### src/rtl/abr_pkg.sv
package abr_pkg;
    localparam int DATA_BITS  = 8;
    localparam int SPAN_SHIFT = $clog2(DATA_BITS);
    localparam int SYNC_FALLS = 4;

    typedef enum logic [1:0] {M_HUNT, M_SPAN, M_LOCK} meas_st_e;
    typedef enum logic [1:0] {S_IDLE, S_START, S_DATA, S_STOP} samp_st_e;

    typedef struct packed {
        logic [DATA_BITS-1:0] data;
        logic                 good;
        logic                 bad;
    } field_res_t;

    function automatic logic in_window(input int unsigned val, input int unsigned lo,
                                       input int unsigned hi);
        return (val >= lo) && (val <= hi);
    endfunction
endpackage

### src/rtl/abr_line_sync.sv
module abr_line_sync #(
    parameter int STAGES = 2
) (
    input  logic clk,
    input  logic rst,
    input  logic rx_i,
    output logic rx_o,
    output logic fall_o
);
    logic [STAGES:0] sh;

    always_ff @(posedge clk) begin
        if (rst) sh <= '1;
        else     sh <= {sh[STAGES-1:0], rx_i};
    end

    assign rx_o   = sh[STAGES-1];
    assign fall_o = sh[STAGES] & ~sh[STAGES-1];
endmodule

### src/rtl/abr_meas.sv
module abr_meas
    import abr_pkg::*;
#(
    parameter int MIN_PERIOD = 10,
    parameter int MAX_PERIOD = 480,
    localparam int PER_W    = $clog2(MAX_PERIOD + 1),
    localparam int SPAN_MAX = MAX_PERIOD * DATA_BITS + DATA_BITS - 1,
    localparam int CNT_W    = $clog2(SPAN_MAX + 1)
) (
    input  logic             clk,
    input  logic             rst,
    input  logic             rearm_i,
    input  logic             fall_i,
    output logic             lock_o,
    output logic [PER_W-1:0] period_o
);
    meas_st_e         st;
    logic [CNT_W-1:0] cnt;
    logic [2:0]       falls;
    logic [CNT_W-1:0] per_c;
    logic             ok_c;

    always_comb begin
        per_c = cnt >> SPAN_SHIFT;
        ok_c  = in_window(32'(per_c), MIN_PERIOD, MAX_PERIOD);
    end

    always_ff @(posedge clk) begin
        if (rst || rearm_i) begin
            st    <= M_HUNT;
            cnt   <= '0;
            falls <= '0;
            if (rst) period_o <= '0;
        end else begin
            case (st)
                M_HUNT: if (fall_i) begin
                    st    <= M_SPAN;
                    cnt   <= CNT_W'(1);
                    falls <= '0;
                end
                M_SPAN: begin
                    if (fall_i) begin
                        if (falls == 3'(SYNC_FALLS - 1)) begin
                            if (ok_c) begin
                                st       <= M_LOCK;
                                period_o <= PER_W'(per_c);
                            end else begin
                                st <= M_HUNT;
                            end
                        end else begin
                            falls <= falls + 3'd1;
                            cnt   <= cnt + CNT_W'(1);
                        end
                    end else if (cnt == CNT_W'(SPAN_MAX)) begin
                        st <= M_HUNT;
                    end else begin
                        cnt <= cnt + CNT_W'(1);
                    end
                end
                default: ;
            endcase
        end
    end

    assign lock_o = (st == M_LOCK);
endmodule

### src/rtl/abr_sampler.sv
module abr_sampler
    import abr_pkg::*;
#(
    parameter int PER_W = 9
) (
    input  logic             clk,
    input  logic             rst,
    input  logic             rearm_i,
    input  logic             rx_i,
    input  logic             fall_i,
    input  logic             lock_i,
    input  logic [PER_W-1:0] period_i,
    output field_res_t       res_o
);
    samp_st_e             st;
    logic [PER_W-1:0]     cnt;
    logic [2:0]           idx;
    logic [DATA_BITS-1:0] sh;
    logic [PER_W-1:0]     half;

    assign half = period_i >> 1;

    always_ff @(posedge clk) begin
        if (rst || rearm_i) begin
            st         <= S_IDLE;
            cnt        <= '0;
            idx        <= '0;
            sh         <= '0;
            res_o.good <= 1'b0;
            res_o.bad  <= 1'b0;
            if (rst) res_o.data <= '0;
        end else begin
            res_o.good <= 1'b0;
            res_o.bad  <= 1'b0;
            case (st)
                S_IDLE: if (lock_i && fall_i) begin
                    st  <= S_START;
                    cnt <= PER_W'(1);
                end
                S_START: begin
                    if (cnt == half) begin
                        cnt <= PER_W'(1);
                        idx <= '0;
                        st  <= rx_i ? S_IDLE : S_DATA;
                    end else begin
                        cnt <= cnt + PER_W'(1);
                    end
                end
                S_DATA: begin
                    if (cnt == period_i) begin
                        cnt <= PER_W'(1);
                        sh  <= {rx_i, sh[DATA_BITS-1:1]};
                        idx <= idx + 3'd1;
                        if (idx == 3'(DATA_BITS - 1)) st <= S_STOP;
                    end else begin
                        cnt <= cnt + PER_W'(1);
                    end
                end
                S_STOP: begin
                    if (cnt == period_i) begin
                        st <= S_IDLE;
                        if (rx_i) begin
                            res_o.good <= 1'b1;
                            res_o.data <= sh;
                        end else begin
                            res_o.bad <= 1'b1;
                        end
                    end else begin
                        cnt <= cnt + PER_W'(1);
                    end
                end
                default: st <= S_IDLE;
            endcase
        end
    end
endmodule

### src/rtl/abr_rx.sv
module abr_rx
    import abr_pkg::*;
#(
    parameter int CLK_HZ      = 50_000_000,
    parameter int MIN_BAUD    = 2400,
    parameter int MAX_BAUD    = 115200,
    parameter int SYNC_STAGES = 2,
    localparam int MIN_PERIOD = CLK_HZ / MAX_BAUD,
    localparam int MAX_PERIOD = CLK_HZ / MIN_BAUD,
    localparam int PER_W      = $clog2(MAX_PERIOD + 1)
) (
    input  logic                 clk,
    input  logic                 rst,
    input  logic                 rx_i,
    input  logic                 rearm_i,
    output logic [DATA_BITS-1:0] byte_o,
    output logic                 byte_valid_o,
    output logic                 frame_err_o,
    output logic                 locked_o,
    output logic [PER_W-1:0]     bit_period_o
);
    logic       rx_s;
    logic       fall;
    field_res_t res;

    abr_line_sync #(.STAGES(SYNC_STAGES)) u_sync (
        .clk(clk), .rst(rst), .rx_i(rx_i), .rx_o(rx_s), .fall_o(fall)
    );

    abr_meas #(.MIN_PERIOD(MIN_PERIOD), .MAX_PERIOD(MAX_PERIOD)) u_meas (
        .clk(clk), .rst(rst), .rearm_i(rearm_i), .fall_i(fall),
        .lock_o(locked_o), .period_o(bit_period_o)
    );

    abr_sampler #(.PER_W(PER_W)) u_samp (
        .clk(clk), .rst(rst), .rearm_i(rearm_i), .rx_i(rx_s), .fall_i(fall),
        .lock_i(locked_o), .period_i(bit_period_o), .res_o(res)
    );

    assign byte_o       = res.data;
    assign byte_valid_o = res.good;
    assign frame_err_o  = res.bad;
endmodule

### config.mk
export PLATFORM = sky130hd
export DESIGN_NAME = abr_rx
export DESIGN_NICKNAME = d
export VERILOG_FILES = /design/src/rtl/abr_pkg.sv /design/src/rtl/abr_line_sync.sv /design/src/rtl/abr_meas.sv /design/src/rtl/abr_sampler.sv /design/src/rtl/abr_rx.sv
export SDC_FILE = /design/constraint.sdc
export NUM_CORES = 1
export LEC_CHECK = 0
export ABC_AREA = 1
export BUFFER_PORTS_ARGS = -buffer_cell sky130_fd_sc_hd__buf_2
export CORE_MARGIN = 4
export CORE_UTILIZATION = 30
export CTS_CLUSTER_DIAMETER = 50
export DETAILED_ROUTE_END_ITERATION = 16
export PLACE_DENSITY = 0.42
export SYNTH_ARGS = -nofsm -noshare
export SYNTH_HDL_FRONTEND = slang
export SYNTH_HIERARCHICAL = 1
export SYNTH_SLANG_ARGS = --single-unit
### constraint.sdc
create_clock -name clk -period 5.3 [get_ports clk]
set_input_delay 0.795 -clock clk [delete_from_list [all_inputs] [get_ports clk]]
set_output_delay 0.795 -clock clk [all_outputs]
set_load 0.02 [all_outputs]
# Word-level counts from Yosys, hierarchy flattened
# Cells that the tools add are included.
[classes]
reduce_logical = 24
eq_ne = 24
bitwise = 4
n_addsub = 4
n_lt_le_gt_ge = 2
muxes = 42
[op_table]
columns = ["cell", "n"]
rows = [
  ["$mux W15", 10],
  ["$mux W18", 4],
  ["$pmux W15 S4", 1],
  ["$pmux W18 S2", 1],
  ["$mux W10", 3],
  ["$mux W2", 11],
  ["$add A18 B1 Y18 const B", 1],
  ["$eq A18 B18 Y1 const B", 1],
  ["$reduce_bool A2 Y1", 9],
  ["$reduce_and A4 Y1", 4],
  ["$add A15 B1 Y15 const B", 1],
  ["$eq A15 B14 Y1", 1],
  ["$eq A15 B15 Y1", 1],
  ["$ge A15 B9 Y1 const B", 1],
  ["$le A15 B15 Y1 const B", 1],
  ["$mux W3", 5],
  ["$ne A2 B1 Y1 const B", 7],
  ["$pmux W3 S2", 2],
  ["$reduce_and A5 Y1", 2],
  ["$mux W9", 1],
  ["$mux W8", 1],
  ["$pmux W2 S4", 1],
  ["$add A3 B1 Y3 const B", 2],
  ["$eq A2 B2 Y1 const B", 3],
  ["17 further kinds", 26],
]
[word_totals]
in_bits = 4
regBits = 79
out_inout_bits = 26
wordCells = 112

# Longest topological paths before layout
# Gate-level depths: netlist (run 1).
[logic_depth]
ltp_word = 7
depth_mapped = 14
mapped_depth_nobuf = 13

# Hierarchy
# The synthesis (run 1) kept the hierarchy.
[by_module_without_submodules]
columns = ["module", "cells_per_inst", "instances", "area_each_um2"]
rows = [
  ["abr_sampler", 363, 1, 2321.0],
  ["abr_meas", 303, 1, 2100.8],
  ["abr_line_sync", 12, 1, 93.8],
]

# Least setup slack after synthesis (run 1)
# Ideal clock, no wire load.
[synth_path]
path_type = "flip-flop to flip-flop"
start = "register u_meas.period_o[1]"
end = "register u_samp.cnt[13]"
t_required_ns = 5.186
period_less_slack_ns = 1.696
setup_time_ns = 0.114
setup_slack_ns = 3.604
t_arrival_ns = 1.582
path_stages_with_launch = 14
cell_sequence = "edfxtp_1 -> nand2_1 -> nand2_1 -> nor2_1 -> nand2_1 -> nor2_4 -> nand2_1 -> nand2_1 -> nand2_1 -> nand2_1 -> nand2_4 -> nand2_4 -> buf_6 -> nor2_2"
[synth_via]
elab_chain_cells = 3
elab_cells_between_ends = 7
classes_between = "3 x eq/ne; 3 x mux; 1 x reduce/logical"
[synth_lines]
columns = ["item", "line", "source"]
rows = [
  ["start: declaration", "abr_meas.sv:15", "output logic [PER_W-1:0] period_o"],
  ["start signal: assignment", "abr_meas.sv:46", "period_o <= PER_W'(per_c);"],
  ["$eq A15 B15 Y1 / $eq A15 B14 Y1 (equally long branches)", "abr_sampler.sv:50, abr_sampler.sv:60, abr_sampler.sv:41", ""],
  ["$mux W15, or another cell as far along", "abr_sampler.sv:50", "if (cnt == period_i) begin"],
  ["$pmux W15 S4 / $reduce_and A2 Y1 (equally long branches)", "-", ""],
  ["end signal: assignment", "abr_sampler.sv:46", "cnt <= cnt + PER_W'(1);"],
  ["end signal: assignment", "abr_sampler.sv:56", "cnt <= cnt + PER_W'(1);"],
  ["end signal: assignment", "abr_sampler.sv:69", "cnt <= cnt + PER_W'(1);"],
  ["end: declaration", "abr_sampler.sv:16", "logic [PER_W-1:0] cnt;"],
]
# Parallel ways exist; a longest one is shown, timed or not.
# A chain may end at the register's enable or synchronous reset.

# Worst setup path in the final report (run 1)
[layout_path]
start = "register u_sync.sh[1]"
end = "register u_samp.cnt[11]"
[layout_via]
elab_chain_cells = 5
[layout_lines]
columns = ["item", "line", "source"]
rows = [
  ["start: declaration", "abr_line_sync.sv:10", "logic [STAGES:0] sh;"],
  ["start signal: assignment", "abr_line_sync.sv:14", "else sh <= {sh[STAGES-1:0], rx_i};"],
  ["$not A1 Y1", "abr_line_sync.sv:18", "assign fall_o = sh[STAGES] & ~sh[STAGES-1];"],
  ["$and A1 B1 Y1", "abr_line_sync.sv:18", ""],
  ["via fall", "abr_rx.sv:23", "logic fall;"],
  ["$logic_and A1 B1 Y1", "abr_sampler.sv:36", "S_IDLE: if (lock_i && fall_i) begin"],
  ["$ne A2 B1 Y1 (no line)", "-", ""],
  ["$reduce_and A2 Y1 (no line)", "-", ""],
]
# The timed path passes the listed nets, and every way through them passes these cells.

==> summary.md, run 1 <==
| Metric | Value |
|---|---|
| Hold path cells | 2 |
| Die X | 131 um |
| DR WL/cell | 13.1 um |
| Synth Area in Compound Gates | roughly 7.1% |
| Total power | 1390 uW |
| Overall routing resource usage | between 10% and 20% |
| First-pass GRT wire length | 19400 um |
| Inst Count DP | between 800 and 900 |
| TritonCTS clock tree | built |
| Minimum clock period | around 2.3 ns |
| Worst setup path start | u_sync/sh[1] |
| LEAKAGE | between 0.002 and 0.0025 uW |
| CTS resizes | 0 |
| Max-Slew Margin vs Limit | between 30% and 40% |
| IO Port Bufs | 29 |
| Stages on worst setup path | 8 |
| Placed Instance Area | 4810 sq um |
| Initial DRC Count | 313 |
| DRC viols | 0 |
| Antenna Nets Post-Route | 0 |
| Worst Setup EP | u_samp/cnt[11] |
| RSZ-0062 raised after global routing | no |
| H-tree Lvls | 3 |
| Critical path type | reg2reg |
| Design area | 5130 sq um |
| PwrDens | 271 nW/um^2 |
| Die Ht | between 100 and 150 um |
| ANT cells | 0 |
| Post-DP HPWL | roughly 8500 um |
| Crit path DAT | 2.55 ns |
| Origin of the critical flop-to-flop path | u_sync/sh[1] |
| Starting Density | 30.8% |
| Total die area | between 15000 and 20000 sq um |
| First-pass iteration count of the detailed router | 4 |
| Post-synthesis adder-cell area fraction | under 10% |
| Fill cells | 1597 |
| Final Non-Filler Cells | around 890 |
| Final Cycle Share | approximately 44% |
| Clock slew at reported path FFs | about 0.06 ns |
| Share of cells above drive strength 1 | a little under an eighth |
| Remaining global-route overflow | 0 |
| Area contributors post-synth | dfxtp_1, nand2_1, edfxtp_1 |
| Inserted Clock Buffers | 9 |
| Post-Synth Simple-Gate Area | 38.9% |
| CTS Sinks | 79 |
| Share of the synthesized area in the top cell type | 24.8% |
| Placer Congestion | 0.864 |
| Critical path buffers and inverters | 1 |
| Worst EP required | around 5.5 ns |
| Worst path cell trace | nor2_1 -> nand2_1 -> nand2_1 -> nand2_2 -> inv_2 -> nand2_4 -> nand2_4 -> nor2_1 |
| Max-cap violations | 0 |
| Register-to-Register Setup Slack | around 3 ns |
| Final slew viol count | 0 |
| Hold crit path type | reg2reg |
| Initial antenna violation count | 0 |
| Clock skew | 0.00779 ns |
| Largest net degree at the start of global routing | 37 |
| Worst r2r path cells | 8 |
| Largest family of logic cells by synthesized area | simple AND/OR/NAND/NOR gates |
| Post-Syn Area per Cell | around 6.7 sq um |
| Post-synthesis cell type count | 30 |
| Outcome | complete, no violations |
| Synth Warn # | 6 |
| Row cnt | 44 |
| Area growth syn-to-layout | 13.6% |
| Fmax | between 0.4 and 0.5 GHz |
| Tightest Pin Transition | a little over 1 ns |
| Net Count, Synth | between 600 and 700 |
| Peak VDD IR | approximately 0.16 mV |
| Post-Syn Area | between 4000 and 5000 sq um |
| Startpoint types | flip-flop |
| Worst skew pair latency | ~0.34 ns |
| Max stage delay on crit path | 0.64 ns |
| # nets final | slightly above 700 |
| Sequential share of the synthesized area | 40.1% |
| Routed vias | roughly 4000 |
| TNS Setup | 0 ns |
| Cell accounting for the most synthesized area | dfxtp_1 |
| CP max FO | 23 |
| Ports | 30 |
| Mux cell area share after synthesis | 0% |
| Critical path's top delay family | simple AND/OR/NAND/NOR gates |
| FF+latch count, synth | about 80 |
| Post-Synth XOR/XNOR Area | between 2 and 2.5% |
| Final setup violating endpoints | 0 |
| Crit end category | flip-flop |
| Worst R2R End | u_samp/cnt[11] |
| Bufs on Longest Clock Path | 2 |
| Final hold violation count | 0 |
| Root Buffer | clkbuf_16 |
| Core box area | about 15000 sq um |
| Detail-routed via count per cell | 4.62 |
| Routed wire length | approximately 12000 um |
| Vias in the first global route | 3873 |
| Post CTS Setup Buffer Count | 0 |
| Post-Syn Instances | 678 |
| Hold-fix buffers, CTS | 0 |
| Slowest cell on the critical path | nand2_1 |
worst min-delay path, delay by kind of cell, from the launching register on:
| family | cells | cell delay, ns |
|---|---|---|
| flip-flops | 1 | 0.31 |
| AND/OR/NAND/NOR | 1 | 0.05 |
| buffers and inverters | 1 | 0.04 |
routing by layer:
layer	wire length [um]	GRT usage, %	vias to the layer above
met5	0	0	-
met1	5900	20.0	1859
met4	180	5.51	0
li1	-	-	2204
met2	5250	22.5	46
met3	312	2.03	11
flip-flops by register name, summed over array words and instances, names as in the netlist, named ones only:
name,count
u_samp/idx,3
u_meas/cnt,18
u_samp/sh,8
u_samp/res_o,10
u_meas/period_o,15
u_meas/falls,3
u_meas/st,2
u_samp/cnt,15
u_sync/sh,3
u_samp/st,1
cell usage after synthesis:
| cell | number |
|---|---|
| nand2_1 | 189 |
| nor2_1 | 107 |
| inv_1 | 79 |
| dfxtp_1 | 56 |
| nand3_1 | 54 |
| a21oi_1 | 39 |
| edfxtp_1 | 23 |
| nand4_1 | 20 |
| inv_2 | 18 |
| o21ai_0 | 17 |
| nor3_1 | 12 |
| nor2_2 | 10 |
| clkbuf_1 | 8 |
| ha_1 | 6 |
| xnor2_1 | 6 |
| xor2_1 | 6 |
| buf_2 | 5 |
| nand2_2 | 3 |
| nand2_4 | 3 |
| nor2_4 | 3 |
| o21ai_1 | 3 |
| and2_1 | 2 |
| buf_6 | 2 |
| a211oi_1 | 1 |
| a31o_2 | 1 |
| buf_1 | 1 |
| clkinv_1 | 1 |
| nand3_2 | 1 |
| nand3_4 | 1 |
| o31ai_1 | 1 |
area by class of cell:
class | count | area (sq um) | area share, %
inverters | 98 | 368 | 7.17
flip-flops and latches | 79 | 1810 | 35.3
multi-input cells | 485 | 2250 | 44.0
well taps | 184 | 230 | 4.49
clock inverters | 6 | 91.3 | 1.78
repair buffers | 29 | 145 | 2.83
clock buffers | 10 | 229 | 4.46
cells in the final DEF, fill, tap and decap left out, drive strengths merged:
master / instances
clkinv: 3
o31ai: 1
nor3: 12
ha: 6
bufinv: 2
buf: 29
xnor2: 6
nor2: 120
a21oi: 39
clkbuf: 10
dfxtp: 56
a31o: 1
nand3: 56
edfxtp: 23
inv: 99
nand4: 20
xor2: 6
o21ai: 20
nand2: 195
and2: 2
a211oi: 1
power breakdown:
part / switching [uW] / internal, uW / leakage (uW)
clock: 267 / 416 / 0.000157
sequential: 8.45 / 630 / 0.000682
combinational: 50.7 / 17.9 / 0.00121
total: 326 / 1060 / 0.00205
worst min path at each step:
stage                 start           end  slack [ns]
2_1_floorplan  u_sync/sh[0]  u_sync/sh[1]        0.39
3_3_place_gp   u_sync/sh[0]  u_sync/sh[1]        0.39
3_5_place_dp   u_sync/sh[0]  u_sync/sh[1]        0.42
4_1_cts        u_sync/sh[0]  u_sync/sh[1]        0.43
5_1_grt        u_sync/sh[0]  u_sync/sh[1]        0.46
6_report       u_sync/sh[0]  u_sync/sh[1]        0.42
cell families (layout without fill, tap and decap cells):
logic type,after synthesis,after routing
simple gates,405,405
buf+inv,114,143
flops,79,79
compound gates,62,62
xor+xnor,12,12
fa+ha+maj,6,6
stage by stage:
| step | hold slack [ns] | setup WS, ns | util (%) |
|---|---|---|---|
| 2_1_floorplan | 0.387 | 3.60 | - |
| 6_report | 0.424 | 2.98 | 35.0 |
| 5_1_grt | 0.461 | 2.76 | 35.0 |
| 3_5_place_dp | 0.417 | 2.73 | 32.8 |
| 3_3_place_gp | 0.395 | 2.72 | 32.8 |
| 4_1_cts | 0.434 | 2.94 | 35.0 |
No activity file was read; power rests on OpenSTA's default activity.
==> run 2, diff against run 1 <==
==> constraint.sdc (replaced) <==
create_clock -name clk -period 2.2 [get_ports clk]
set_input_delay 0.33 -clock clk [delete_from_list [all_inputs] [get_ports clk]]
set_output_delay 0.33 -clock clk [all_outputs]
set_load 0.02 [all_outputs]
==> summary.md, run 2 (synthesis results as in run 1) <==
| Metric | Value |
|---|---|
| Outcome | complete, no violations |
| Final setup violating endpoints | 0 |
| Max-cap violations | 0 |
| Die Ht | ~130 um |
| Antenna Nets Post-Route | 0 |
| Share of cells above drive strength 1 | 12.7% |
| Overall routing resource usage | between 10% and 20% |
| ANT cells | 0 |
| Minimum clock period | just under 2 ns |
| Max-Slew Margin vs Limit | around 70% |
| First-pass GRT wire length | roughly 20000 um |
| Post CTS Setup Buffer Count | 0 |
| Hold crit path type | in2reg |
| Detail-routed via count per cell | roughly 4.7 |
| Routed wire length | roughly 12000 um |
| Final Cycle Share | approximately nine tenths |
| Core box area | around 15000 sq um |
| Fill cells | roughly 1600 |
| Total die area | about 17000 sq um |
| Sequential power share | a little under half |
| Inserted Clock Buffers | 9 |
| Largest register by flop count | u_meas/cnt |
| Placer Congestion | just over 0.8 |
| Worst setup margin | ~0.23 ns |
| Hold-fix buffers, CTS | 0 |
| Post-DP HPWL | 8820 um |
| TNS Setup | 0 ns |
| Clk pwr share | between 40% and 50% |
| Combinational Power Share | approximately 5.3% |
| Area growth syn-to-layout | 15.1% |
| Slowest cell on the critical path | dfxtp_1 |
| Max reg flops | 18 |
| Biggest regs | u_meas/cnt: 18 flops, u_meas/period_o: 15 flops, u_samp/cnt: 15 flops |
| Starting Density | between 30% and 40% |
| DR WL/cell | around 13 um |
| Vias in the first global route | approximately 4000 |
| Bufs on Longest Clock Path | 2 |
| Crit path DAT | 2.18 ns |
| Max stage delay on crit path | roughly 0.39 ns |
| IO Port Bufs | 29 |
| Remaining global-route overflow | 0 |
| H-tree Lvls | 3 |
| Most frequent cells in the layout | nand2_1, nor2_1, inv_1, dfxtp_1, nand3_1 |
| Most common cell after layout, fill and taps aside | nand2_1 |
| PwrDens | about 630 nW/um^2 |
| CTS Sinks | 79 |
| Sw frac | around 23% |
| RSZ-0062 raised after global routing | no |
| Total power | between 3000 and 4000 uW |
| Startpoint types | flip-flop |
| Int Pwr | roughly 2500 uW |
| Worst path cell trace | nor2_1 -> inv_1 -> o21ai_1 -> inv_2 -> nand2_2 -> nand2_4 -> nand2_1 -> a21oi_1 |
| Die X | 131 um |
| LEAKAGE | approximately 0.0021 uW |
| Fmax | between 0.5 and 0.6 GHz |
| Clock skew | ~0.0058 ns |
| Clock slew at reported path FFs | approximately 0.060 ns |
| CP max FO | 18 |
| First-pass iteration count of the detailed router | 4 |
| Routed vias | 4195 |
| Worst skew pair latency | approximately 0.34 ns |
| TritonCTS clock tree | built |
| Peak VDD IR | roughly 0.31 mV |
| Tightest Pin Transition | between 0.4 and 0.5 ns |
| Final slew viol count | 0 |
| Critical path type | reg2reg |
| # nets final | 720 |
| DP Worst Slack | 0.191 ns |
| Worst EP required | approximately 2.4 ns |
| Net load switching power | approximately 750 uW |
| Crit end category | flip-flop |
| DRC viols | 0 |
| Row cnt | 44 |
| Initial DRC Count | between 200 and 300 |
| Root Buffer | clkbuf_16 |
| Final hold violation count | 0 |
| Ports | 30 |
| CTS resizes | 0 |
| Initial antenna violation count | 0 |
| Largest net degree at the start of global routing | 33 |
==> run 2: through the flow <==
step / instance area, sq um / util (%) / cells / hold WS [ns]
after global placement: 4880 / 33.3 / 883 / 0.394
final: 5200 / 35.5 / 899 / 0.167
after detailed placement: 4880 / 33.3 / 883 / 0.405
after global routing: 5200 / 35.5 / 899 / 0.162
after floorplan: 4520 / - / 678 / 0.387
after CTS: 5190 / 35.5 / 899 / 0.153
==> run 2: worst paths after layout <==
check	startpoint	endpoint	slack, ns	cells past startpoint
worst min register to register	u_sync/sh[0]	u_sync/sh[1]	0.42	2
worst min-delay path	rx_i	u_sync/sh[0]	0.17	3
worst max-delay path	u_sync/sh[1]	u_meas/cnt[13]	0.23	8
worst max register to register	u_sync/sh[1]	u_meas/cnt[13]	0.23	8
==> run 2: worst max-delay path: cells and delay by family, from the launching register on <==
family / cells / cell delay [ns]
buf+inv: 2 / 0.24
simple gates: 4 / 0.88
flops: 1 / 0.39
compound gates: 2 / 0.32
==> run 2: power groups by stage <==
stage               registers, uW  logic [uW]  clock network [uW]
floorplan                    1590        98.9                   0
global placement             1570         177                   0
detailed placement           1570         177                   0
CTS                          1540         177                1650
global route                 1540         197                1710
finish                       1540         174                1590
==> run 2: cell type report <==
| type | instances | area, sq um | share of cell area, % |
|---|---|---|---|
| Timing Repair Buffer | 37 | 218 | 4.19 |
| Inverter | 98 | 368 | 7.08 |
| Clock buffer | 13 | 272 | 5.22 |
| Multi-Input combinational cell | 485 | 2260 | 43.4 |
| Tap cell | 184 | 230 | 4.43 |
| Clock inverter | 3 | 41.3 | 0.794 |
| Sequential cell | 79 | 1810 | 34.8 |
==> run 2: metal layers <==
layer	part of all wire [%]	global-route usage, %	up-vias
li1	-	-	2212
met1	50	20.0	1930
met2	47	22.6	49
met3	2.9	3.21	4
met4	0.64	5.20	0
met5	0	0	-
